<file path="config.mk">
export PLATFORM = sky130hd
export DESIGN_NAME = cpu_if_core
export DESIGN_NICKNAME = d
export VERILOG_FILES = /design/src/rtl/cif_pkg.sv /design/src/rtl/cif_select.sv /design/src/rtl/cif_ack_fmt.sv /design/src/rtl/cpu_if_core.sv
export SDC_FILE = /design/constraint.sdc
export NUM_CORES = 2
export LEC_CHECK = 0
export ABC_AREA = 1
export BUFFER_PORTS_ARGS = -buffer_cell sky130_fd_sc_hd__buf_4
export CAP_MARGIN = 40
export CORE_MARGIN = 1
export CORE_UTILIZATION = 27
export DETAILED_ROUTE_END_ITERATION = 12
export GPL_ROUTABILITY_DRIVEN = 0
export HOLD_SLACK_MARGIN = 0.06
export SLEW_MARGIN = 20
export SYNTH_ARGS = -nofsm -noshare
export SYNTH_HDL_FRONTEND = slang
export SYNTH_SLANG_ARGS = --single-unit
</file>
<file path="constraint.sdc">
create_clock -name clk -period 186.6 [get_ports clk]
set_input_delay 37.32 -clock clk [delete_from_list [all_inputs] [get_ports clk]]
set_output_delay 37.32 -clock clk [all_outputs]
set_load 0.01 [all_outputs]
</file>
<file path="src/rtl/cif_pkg.sv">
package cif_pkg;
    localparam int ID_W    = 10;
    localparam int SGI_N   = 16;
    localparam int ID_CAP  = 510;
    localparam int SRC_LSB = 10;
    localparam logic [ID_W-1:0] SPURIOUS_ID = 10'd1023;

    typedef enum logic [1:0] {
        SEL_CTRL  = 2'd0,
        SEL_PMASK = 2'd1,
        SEL_ACK   = 2'd2,
        SEL_EOI   = 2'd3
    } reg_sel_e;
endpackage

</file>
<file path="src/rtl/cif_select.sv">
module cif_select
    import cif_pkg::*;
#(
    parameter int NUM_IDS = 64,
    parameter int PRIO_W  = 8
) (
    input  logic [NUM_IDS-1:0]        pend_i,
    input  logic [NUM_IDS*PRIO_W-1:0] prio_i,
    input  logic [NUM_IDS-1:0]        active_i,
    input  logic [PRIO_W-1:0]         pmask_i,
    output logic                      found_o,
    output logic [ID_W-1:0]           win_id_o
);
    localparam int LAST_ID = (NUM_IDS - 1 > ID_CAP) ? ID_CAP : NUM_IDS - 1;

    logic [NUM_IDS-1:0] elig;
    logic [PRIO_W-1:0]  best;
    logic [PRIO_W-1:0]  cur;

    // one eligibility term per ID; IDs beyond the cap are tied off
    for (genvar g = 0; g < NUM_IDS; g++) begin : g_elig
        if (g <= LAST_ID) begin : g_live
            assign elig[g] = pend_i[g] && !active_i[g]
                             && (prio_i[g*PRIO_W +: PRIO_W] < pmask_i);
        end else begin : g_capped
            assign elig[g] = 1'b0;
        end
    end

    // strict compare keeps the lowest ID on equal priority
    always_comb begin
        found_o  = 1'b0;
        win_id_o = '0;
        best     = '1;
        cur      = '0;
        for (int i = 0; i < NUM_IDS; i++) begin
            cur = prio_i[i*PRIO_W +: PRIO_W];
            if (elig[i] && (!found_o || cur < best)) begin
                found_o  = 1'b1;
                best     = cur;
                win_id_o = i[ID_W-1:0];
            end
        end
    end
endmodule

</file>
<file path="src/rtl/cif_ack_fmt.sv">
module cif_ack_fmt
    import cif_pkg::*;
#(
    parameter int CPU_W = 3
) (
    input  logic                   grant_i,
    input  logic [ID_W-1:0]        win_id_i,
    input  logic [SGI_N*CPU_W-1:0] sgi_src_i,
    output logic [CPU_W-1:0]       src_o,
    output logic [31:0]            word_o
);
    always_comb begin
        src_o  = '0;
        word_o = 32'(SPURIOUS_ID);
        if (grant_i) begin
            if (win_id_i < ID_W'(SGI_N)) begin
                src_o = sgi_src_i[win_id_i[3:0]*CPU_W +: CPU_W];
            end
            word_o = 32'(win_id_i);
            word_o[SRC_LSB +: CPU_W] = src_o;
        end
    end
endmodule

</file>
<file path="src/rtl/cpu_if_core.sv">
module cpu_if_core
    import cif_pkg::*;
#(
    parameter int NUM_IDS   = 64,
    parameter int PRIO_W    = 8,
    parameter int CPU_W     = 3,
    parameter int PMASK_RST = 240
) (
    input  logic                      clk,
    input  logic                      rst_n,
    input  logic [NUM_IDS-1:0]        pend_i,
    input  logic [NUM_IDS*PRIO_W-1:0] prio_i,
    input  logic [SGI_N*CPU_W-1:0]    sgi_src_i,
    input  logic [1:0]                reg_sel_i,
    input  logic                      reg_rd_i,
    input  logic                      reg_wr_i,
    input  logic [31:0]               reg_wdata_i,
    output logic [31:0]               reg_rdata_o,
    output logic                      irq_o,
    output logic                      ack_o,
    output logic [ID_W-1:0]           ack_id_o,
    output logic                      eoi_o,
    output logic [ID_W-1:0]           eoi_id_o,
    output logic [NUM_IDS-1:0]        active_o
);
    typedef struct packed {
        logic                   en;
        logic [PRIO_W-1:0]      pmask;
        logic [NUM_IDS-1:0]     active;
        logic [SGI_N*CPU_W-1:0] src;    // source seen at acknowledge, per SGI
    } state_t;

    state_t s_d, s_q;

    logic             found;
    logic             grant;
    logic [ID_W-1:0]  win_id;
    logic [CPU_W-1:0] ack_src;
    logic [31:0]      ack_word;
    logic [ID_W-1:0]  e_id;
    logic [31:0]      e_expect;
    logic             e_hit;

    cif_select #(
        .NUM_IDS (NUM_IDS),
        .PRIO_W  (PRIO_W)
    ) u_select (
        .pend_i   (pend_i),
        .prio_i   (prio_i),
        .active_i (s_q.active),
        .pmask_i  (s_q.pmask),
        .found_o  (found),
        .win_id_o (win_id)
    );

    assign grant = found && s_q.en;

    cif_ack_fmt #(
        .CPU_W (CPU_W)
    ) u_fmt (
        .grant_i   (grant),
        .win_id_i  (win_id),
        .sgi_src_i (sgi_src_i),
        .src_o     (ack_src),
        .word_o    (ack_word)
    );

    always_comb begin
        s_d         = s_q;
        reg_rdata_o = '0;
        ack_o       = 1'b0;
        ack_id_o    = '0;
        eoi_o       = 1'b0;
        eoi_id_o    = '0;

        // the retire word must match what acknowledge produced for that ID
        e_id     = reg_wdata_i[ID_W-1:0];
        e_expect = 32'(e_id);
        if (e_id < ID_W'(SGI_N)) begin
            e_expect[SRC_LSB +: CPU_W] = s_q.src[e_id[3:0]*CPU_W +: CPU_W];
        end
        e_hit = 1'b0;
        for (int i = 0; i < NUM_IDS; i++) begin
            if (i[ID_W-1:0] == e_id && s_q.active[i]) begin
                e_hit = 1'b1;
            end
        end
        e_hit = e_hit && (reg_wdata_i == e_expect);

        case (reg_sel_e'(reg_sel_i))
            SEL_CTRL: begin
                if (reg_rd_i) reg_rdata_o = {31'b0, s_q.en};
                if (reg_wr_i) s_d.en = reg_wdata_i[0];
            end
            SEL_PMASK: begin
                if (reg_rd_i) reg_rdata_o = 32'(s_q.pmask);
                if (reg_wr_i) s_d.pmask = reg_wdata_i[PRIO_W-1:0];
            end
            SEL_ACK: begin
                if (reg_rd_i) begin
                    reg_rdata_o = ack_word;
                    if (grant) begin
                        ack_o    = 1'b1;
                        ack_id_o = win_id;
                        for (int i = 0; i < NUM_IDS; i++) begin
                            if (i[ID_W-1:0] == win_id) s_d.active[i] = 1'b1;
                        end
                        if (win_id < ID_W'(SGI_N)) begin
                            s_d.src[win_id[3:0]*CPU_W +: CPU_W] = ack_src;
                        end
                    end
                end
            end
            SEL_EOI: begin
                if (reg_wr_i && e_hit) begin
                    eoi_o    = 1'b1;
                    eoi_id_o = e_id;
                    for (int i = 0; i < NUM_IDS; i++) begin
                        if (i[ID_W-1:0] == e_id) s_d.active[i] = 1'b0;
                    end
                end
            end
            default: ;
        endcase
    end

    always_ff @(posedge clk or negedge rst_n) begin
        if (!rst_n) begin
            s_q.en     <= 1'b0;
            s_q.pmask  <= PRIO_W'(PMASK_RST);
            s_q.active <= '0;
            s_q.src    <= '0;
        end else begin
            s_q <= s_d;
        end
    end

    assign irq_o    = grant;
    assign active_o = s_q.active;
endmodule

</file>
* Word level (Yosys, flattened, before mapping) *
Index checks and enable logic that the tools add are counted.
W data, S select, Z words.

word-level totals
  input bits = 662
  flip-flop bits (word level) = 121
  output and inout port bits = 119

operators by class
  add/subtract/negate cells = 1
  equal/unequal tests = 261
  reductions and logical operators = 519
  shift operators = 4
  multipliers = 2
  muxes and demuxes = 406
  order comparisons = 129

operators by type and width
  kind                       number
  $lt A8 B8 Y1               127
  $eq A6 B10 Y1 const A      64
  $mux W8                    64
  $reduce_and A6 Y1          64
  $eq A5 B10 Y1 const A      32
  $mux W1                    263
  $ne A2 B2 Y1 const B       131
  $logic_and A1 B1 Y1        258
  $mux W112                  2
  $mux W6                    32
  $eq A4 B10 Y1 const A      16
  $pmux W64 S2               1
  $logic_not A1 Y1           127
  $pmux W32 S3               1
  $shiftx A48 B7 Y3          2
  $eq A3 B10 Y1 const A      8
  $mux W5                    16
  $mux W64                   1
  $logic_or A1 B1 Y1         63
  $mux W10                   5
  $bwmux W48                 1
  $mux W48                   1
  $shift A3 B34 Y48 const A  1
  $shiftx A3 B34 Y48         1
  other kinds (18)           41

* Depth between registers and ports, before layout *
  depth in word-level cells = 266
  gate-level depth with buffers = 775
  gate-level depth less buffers = 711

* Modules after synthesis *
Synthesis repeated with hierarchy kept, for this count alone.

unflattened totals
  cells, all modules = 6361
  area total of the unflattened synthesis = 39510.4 µm²

modules (own cells, without submodules)
  module       cells an instance  area each (µm²)  instances  sequential area each (µm²)
  cif_select   4728               29664.7          1          0.0
  cpu_if_core  1433               8922.3           1          3032.9
  cif_ack_fmt  200                923.4            1          0.0

* Worst setup path before layout *
OpenSTA, ideal clock, no wires.

  path kind = input -> output
  start = input port prio_i[7]
  end = output port reg_rdata_o[12]
  cell stages on the path = 634
  path slack = 31.566 ns
  data required time = 149.280 ns
  arrival time = 117.714 ns
  path buffers = 64
  path through = ha_1 nand2_1 nand4_2 nor2_2 nand2_4 nor2_1 ha_1 a21oi_1 nor2_1 a211oi_1 nand2_2 nand2_4 nand2_4 buf_4 o21ai_0 ha_1 a21oi_1 nor2_1 [598 not listed] o21ai_0 ha_1 a21oi_1 nor2_1 a211oi_1 nand2_1 nand2_1 nand2_2 buf_12 nand2_4 inv_8 buf_2 nand3_1 nand2_1 nand2_1 nand3_2 or2_2 nor2_1

on the way
  longest elaborated chain between the ends = 261
  elaborated cells between the ends (all ways) = 452
  classes of those cells = mul: 1; order compare: 65; shift: 1; mux: 194; reduce/logical: 191

RTL lines
  item                                                     line                source
  from (decl)                                              cpu_if_core.sv:12   input logic [NUM_IDS*PRIO_W-1:0] prio_i,
  $lt A8 B8 Y1                                             cif_select.sv:24    && (prio_i[g*PRIO_W +: PRIO_W] < pmask_i);
  $logic_and A1 B1 Y1                                      cif_select.sv:24
  $mux W8 / $mux W1 (equally long branches)                cif_select.sv:38    if (elig[i] && (!found_o || cur < best)) begin
  $lt A8 B8 Y1 / $logic_not A1 Y1 (equally long branches)  cif_select.sv:38
  $logic_or A1 B1 Y1                                       cif_select.sv:38
  $logic_and A1 B1 Y1                                      cif_select.sv:38
  $mux W8 / $mux W1 (equally long branches)                cif_select.sv:38
  $lt A8 B8 Y1 / $logic_not A1 Y1 (equally long branches)  cif_select.sv:38
  [245 not listed]                                         -
  $logic_and A1 B1 Y1                                      cif_select.sv:38
  $mux W6                                                  cif_select.sv:38
  $mul A4 B2 Y6                                            cif_ack_fmt.sv:17   src_o = sgi_src_i[win_id_i[3:0]*CPU_W +: CPU_W];
  $shiftx A48 B7 Y3                                        cif_ack_fmt.sv:17
  $mux W3                                                  cif_ack_fmt.sv:16   if (win_id_i < ID_W'(SGI_N)) begin
  $mux W13 (*)                                             cif_ack_fmt.sv:15   if (grant_i) begin
  $mux W32 (*)                                             cpu_if_core.sv:100  if (reg_rd_i) begin
  $pmux W32 S3 (*)                                         cpu_if_core.sv:90   case (reg_sel_e'(reg_sel_i))
  to (decl)                                                cpu_if_core.sv:18   output logic [31:0] reg_rdata_o,

Mark *: on every way between the ends. The rest lies on a longest branch, timed or not.

* Worst setup path in the final report *
Ends and elaborated chain as after synthesis.

==> flow_summary_export.csv <==
group,metric,value,unit
critical_path,critical-path-top-cell-by-count,"nand2_2",
clock_network,cts-root-buf,"clkbuf_16",
critical_path,timing.critical_path.arrival,128.75,ns
synth,synth-edff-count,0,
place,buffer_ports.inserted,753,
synth,synth_compound_gate_area_share,18.7,%
synth,simple_gate_share_of_the_synthesized_area,38.4,%
critical_path,critical_path.endpoint_type,"output pin",
route,first_iter_violations,3912,
timing,fmaxAchievable,6.02,MHz
die,boundaryPins,781,
finish,layout_commonest_cell,"nand2_1",
route,finalWirelength,191000,microns
route,drcViolationCount,0,
clock_network,tritoncts.num_buffers,17,
timing,slew-limit-headroom,41.5,%
global_routing,aggregate_global_routing_overflow,0,
finish,ff_latch_area,0.00304,sq mm
global_routing,largest_net_degree_at_the_start_of_global_routing,76,
timing,worstMarginPinSlew,0.874,ns
route,antenna_left,0,
finish,filler_cell_count_in_the_final_layout,15348,
critical_path,critical_path.max_stage_delay,0.59,ns
critical_path,slowest_stage,"o21ai_0",
timing,setup_viol,0,
die,floorplan.die_area,0.144,sq mm
synth,synth-xor-area-share,0.160,%
critical_path,critPathKind,"primary input to output pin",
route,detailed_route_via_count,45719,
timing,rsz_0062_raised_after_global_routing,"no",
die,design.core.area,0.140,sq mm
outcome,run_status,"complete, no violations",
timing,timing.final.crit_share,89.0,%
synth,ys_dominant_reg_cell,"dfrtp_1",
synth,synthesis.area_per_instance,6.41,sq um
clock_network,post_cts_buffers,0,
synth,post_synth_fa_ha_maj_area_fraction,25.2,%
timing,post-route-min-period,166.07,ns
timing,final.setup.tns,0,ns
finish,multiInputGateArea,0.0318,sq mm
synth,post_synth_instance_area,0.0384,sq mm
global_routing,number_of_antenna_violations_at_the_first_check_in_global_routing,72,
synth,ys_seq_area_share,7.90,%
hold_path,worstHoldPathType,"flip-flop to flip-flop",
synth,yosysUniqueCellTypes,73,
die,die_w,379,microns
critical_path,critPathMaxFanout,29,
die,core.rowCount,137,
die,floorplan.initialDensity,27.4,%
timing,timing.final.hold_violations,0,
clock_network,clkSlewWorstSetupHoldPaths,0.05,ns
synth,dominant_combinational_cell_family_by_area_after_synthesis,"simple AND/OR/NAND/NOR gates",
finish,most-common-layout-cells,"nand2_1 (1677), buf_4 (835), ha_1 (773)",
clock_network,post_cts_resize_count,0,
finish,fraction_of_final_layout_cells_with_drive_strength_greater_than_1,19.7,%
clock_network,cts.htree.levels,4,
critical_path,worstSetupStartpointType,"primary input",
timing,slew_violations,0,
clock_network,clockBufferDepth,2,
global_routing,grt_first_pass_wirelength,272000,microns
finish,syn_to_final_growth,20.5,%
synth,ys_seq_elements,121,
die,die-height,379,microns
clock_network,clkLatencyLatePin,0.45,ns
job,drv_cap,0,
route,drt_pre_antenna_iters,9,
synth,synth_cells,5991,
clock_network,ctsHoldBuffers,0,
critical_path,cp_data_required_time,149.28,ns
clock_network,clock_tree_from_tritoncts,"built",
synth,asyncSetResetFlopFracSynth,100,%
synth,synth-warning-count,0,
timing,final.setup_skew,0.00973,ns
route,detail_route.vias_per_cell,5.31,
route,final_routed_wire_length_divided_by_cell_count,22.2,microns
place,dp.final_hpwl,163000,microns
finish,nNetsFinal,8113,
global_routing,gr-usage-all-layers,25.3,%
synth,post_synthesis_mux_area_share,0.0261,%
clock_network,numClockSinks,121,
global_routing,via_count_of_the_first_global_routing_pass,42277,
==> stage by stage <==
step	utilization [%]	hold WS [ns]	cells	area, sq um	worst slack, ns
floorplan	-	0.450	6017	38500	31.57
global placement	32.3	0.465	8498	45300	24.04
detailed placement	32.4	0.468	8518	45400	21.57
CTS	32.8	0.480	8550	46000	21.27
global route	33.0	0.496	8600	46200	11.58
finish	33.0	0.482	8609	46200	20.53
==> layer usage <==
metal / global-route usage (%) / vias up / wire length [microns]
met5: 0 / - / 357
met4: 13.3 / 56 / 10800
met3: 5.43 / 515 / 17200
met2: 40.4 / 2064 / 84300
met1: 31.8 / 21113 / 78400
li1: - / 21971 / -
==> final timing paths <==
| check | endpoint | cells past startpoint | start | slack, ns |
|---|---|---|---|---|
| worst max-delay path | reg_rdata_o[12] | 521 | prio_i[7] | 20.53 |
| max in group asynchronous | active_o[29]$_DFFE_PN0P_ | 3 | rst_n | 149.18 |
| min in group asynchronous | async pin | 1 | rst_n | 36.67 |
| worst min-delay path | flip-flop | 2 | flip-flop | 0.48 |
| worst min register to register | flip-flop | 2 | flip-flop | 0.48 |
| worst max register to register | flip-flop | 519 | s_q[118]$_DFFE_PN1P_ | 93.46 |
==> layout make-up <==
type,instances,share of cell area (%)
clock buffers,21,0.996
diodes,42,0.227
flip-flops and latches,121,6.57
well taps,1876,5.08
inverters,487,4.07
multi-input cells,5185,68.8
repair buffers,866,14.0
clock inverters,11,0.317
==> cells by family (layout without fill, tap and decap cells) <==
logic type,after synthesis,after routing
other,1,69
buffers and inverters,711,1385
XOR/XNOR,4,4
adder cells (fa/ha/maj),773,773
AO/OA/AOI/OAI,1200,1200
flip-flops,121,121
multiplexers,1,1
AND/OR/NAND/NOR,3180,3180
==> synth_stat cells, types with 9 or more instances <==
cell / number / area share (%)
nand2_4: 66 / 1.9
nor2_1: 376 / 3.7
nand2_2: 209 / 3.4
clkbuf_1: 49 / 0.48
a22oi_1: 22 / 0.43
buf_4: 109 / 2.1
a2111oi_1: 10 / 0.26
dfrtp_1: 117 / 7.6
a21boi_0: 60 / 1.2
nand3b_1: 95 / 1.9
buf_6: 16 / 0.47
ha_1: 773 / 25
nor3_1: 23 / 0.30
o2111ai_1: 15 / 0.34
a2111oi_0: 19 / 0.43
a311oi_1: 22 / 0.50
nor2_4: 13 / 0.38
o21ai_0: 373 / 4.9
o21bai_1: 62 / 1.2
a211oi_1: 64 / 1.3
nand3_1: 570 / 7.4
clkbuf_8: 32 / 1.1
nand2_1: 1677 / 16
nor4_1: 9 / 0.15
inv_1: 458 / 4.5
o21ai_1: 122 / 1.6
nand4_1: 44 / 0.72
or2_2: 63 / 1.0
o211ai_1: 82 / 1.6
a21oi_1: 286 / 3.7
a31oi_1: 29 / 0.47
inv_2: 16 / 0.16
nand3_2: 11 / 0.29
==> critical path, delay by kind of cell <==
| family | cells | cell delay, ns |
|---|---|---|
| adders and majority gates | 64 | 20.03 |
| and+or+nand+nor | 279 | 29.57 |
| buffers and inverters | 4 | 0.38 |
| AOI/OAI and AO/OA | 174 | 41.02 |
Power is not shown: default switching activity piles up to over one toggle a cycle in this logic, so the estimate is an artifact.
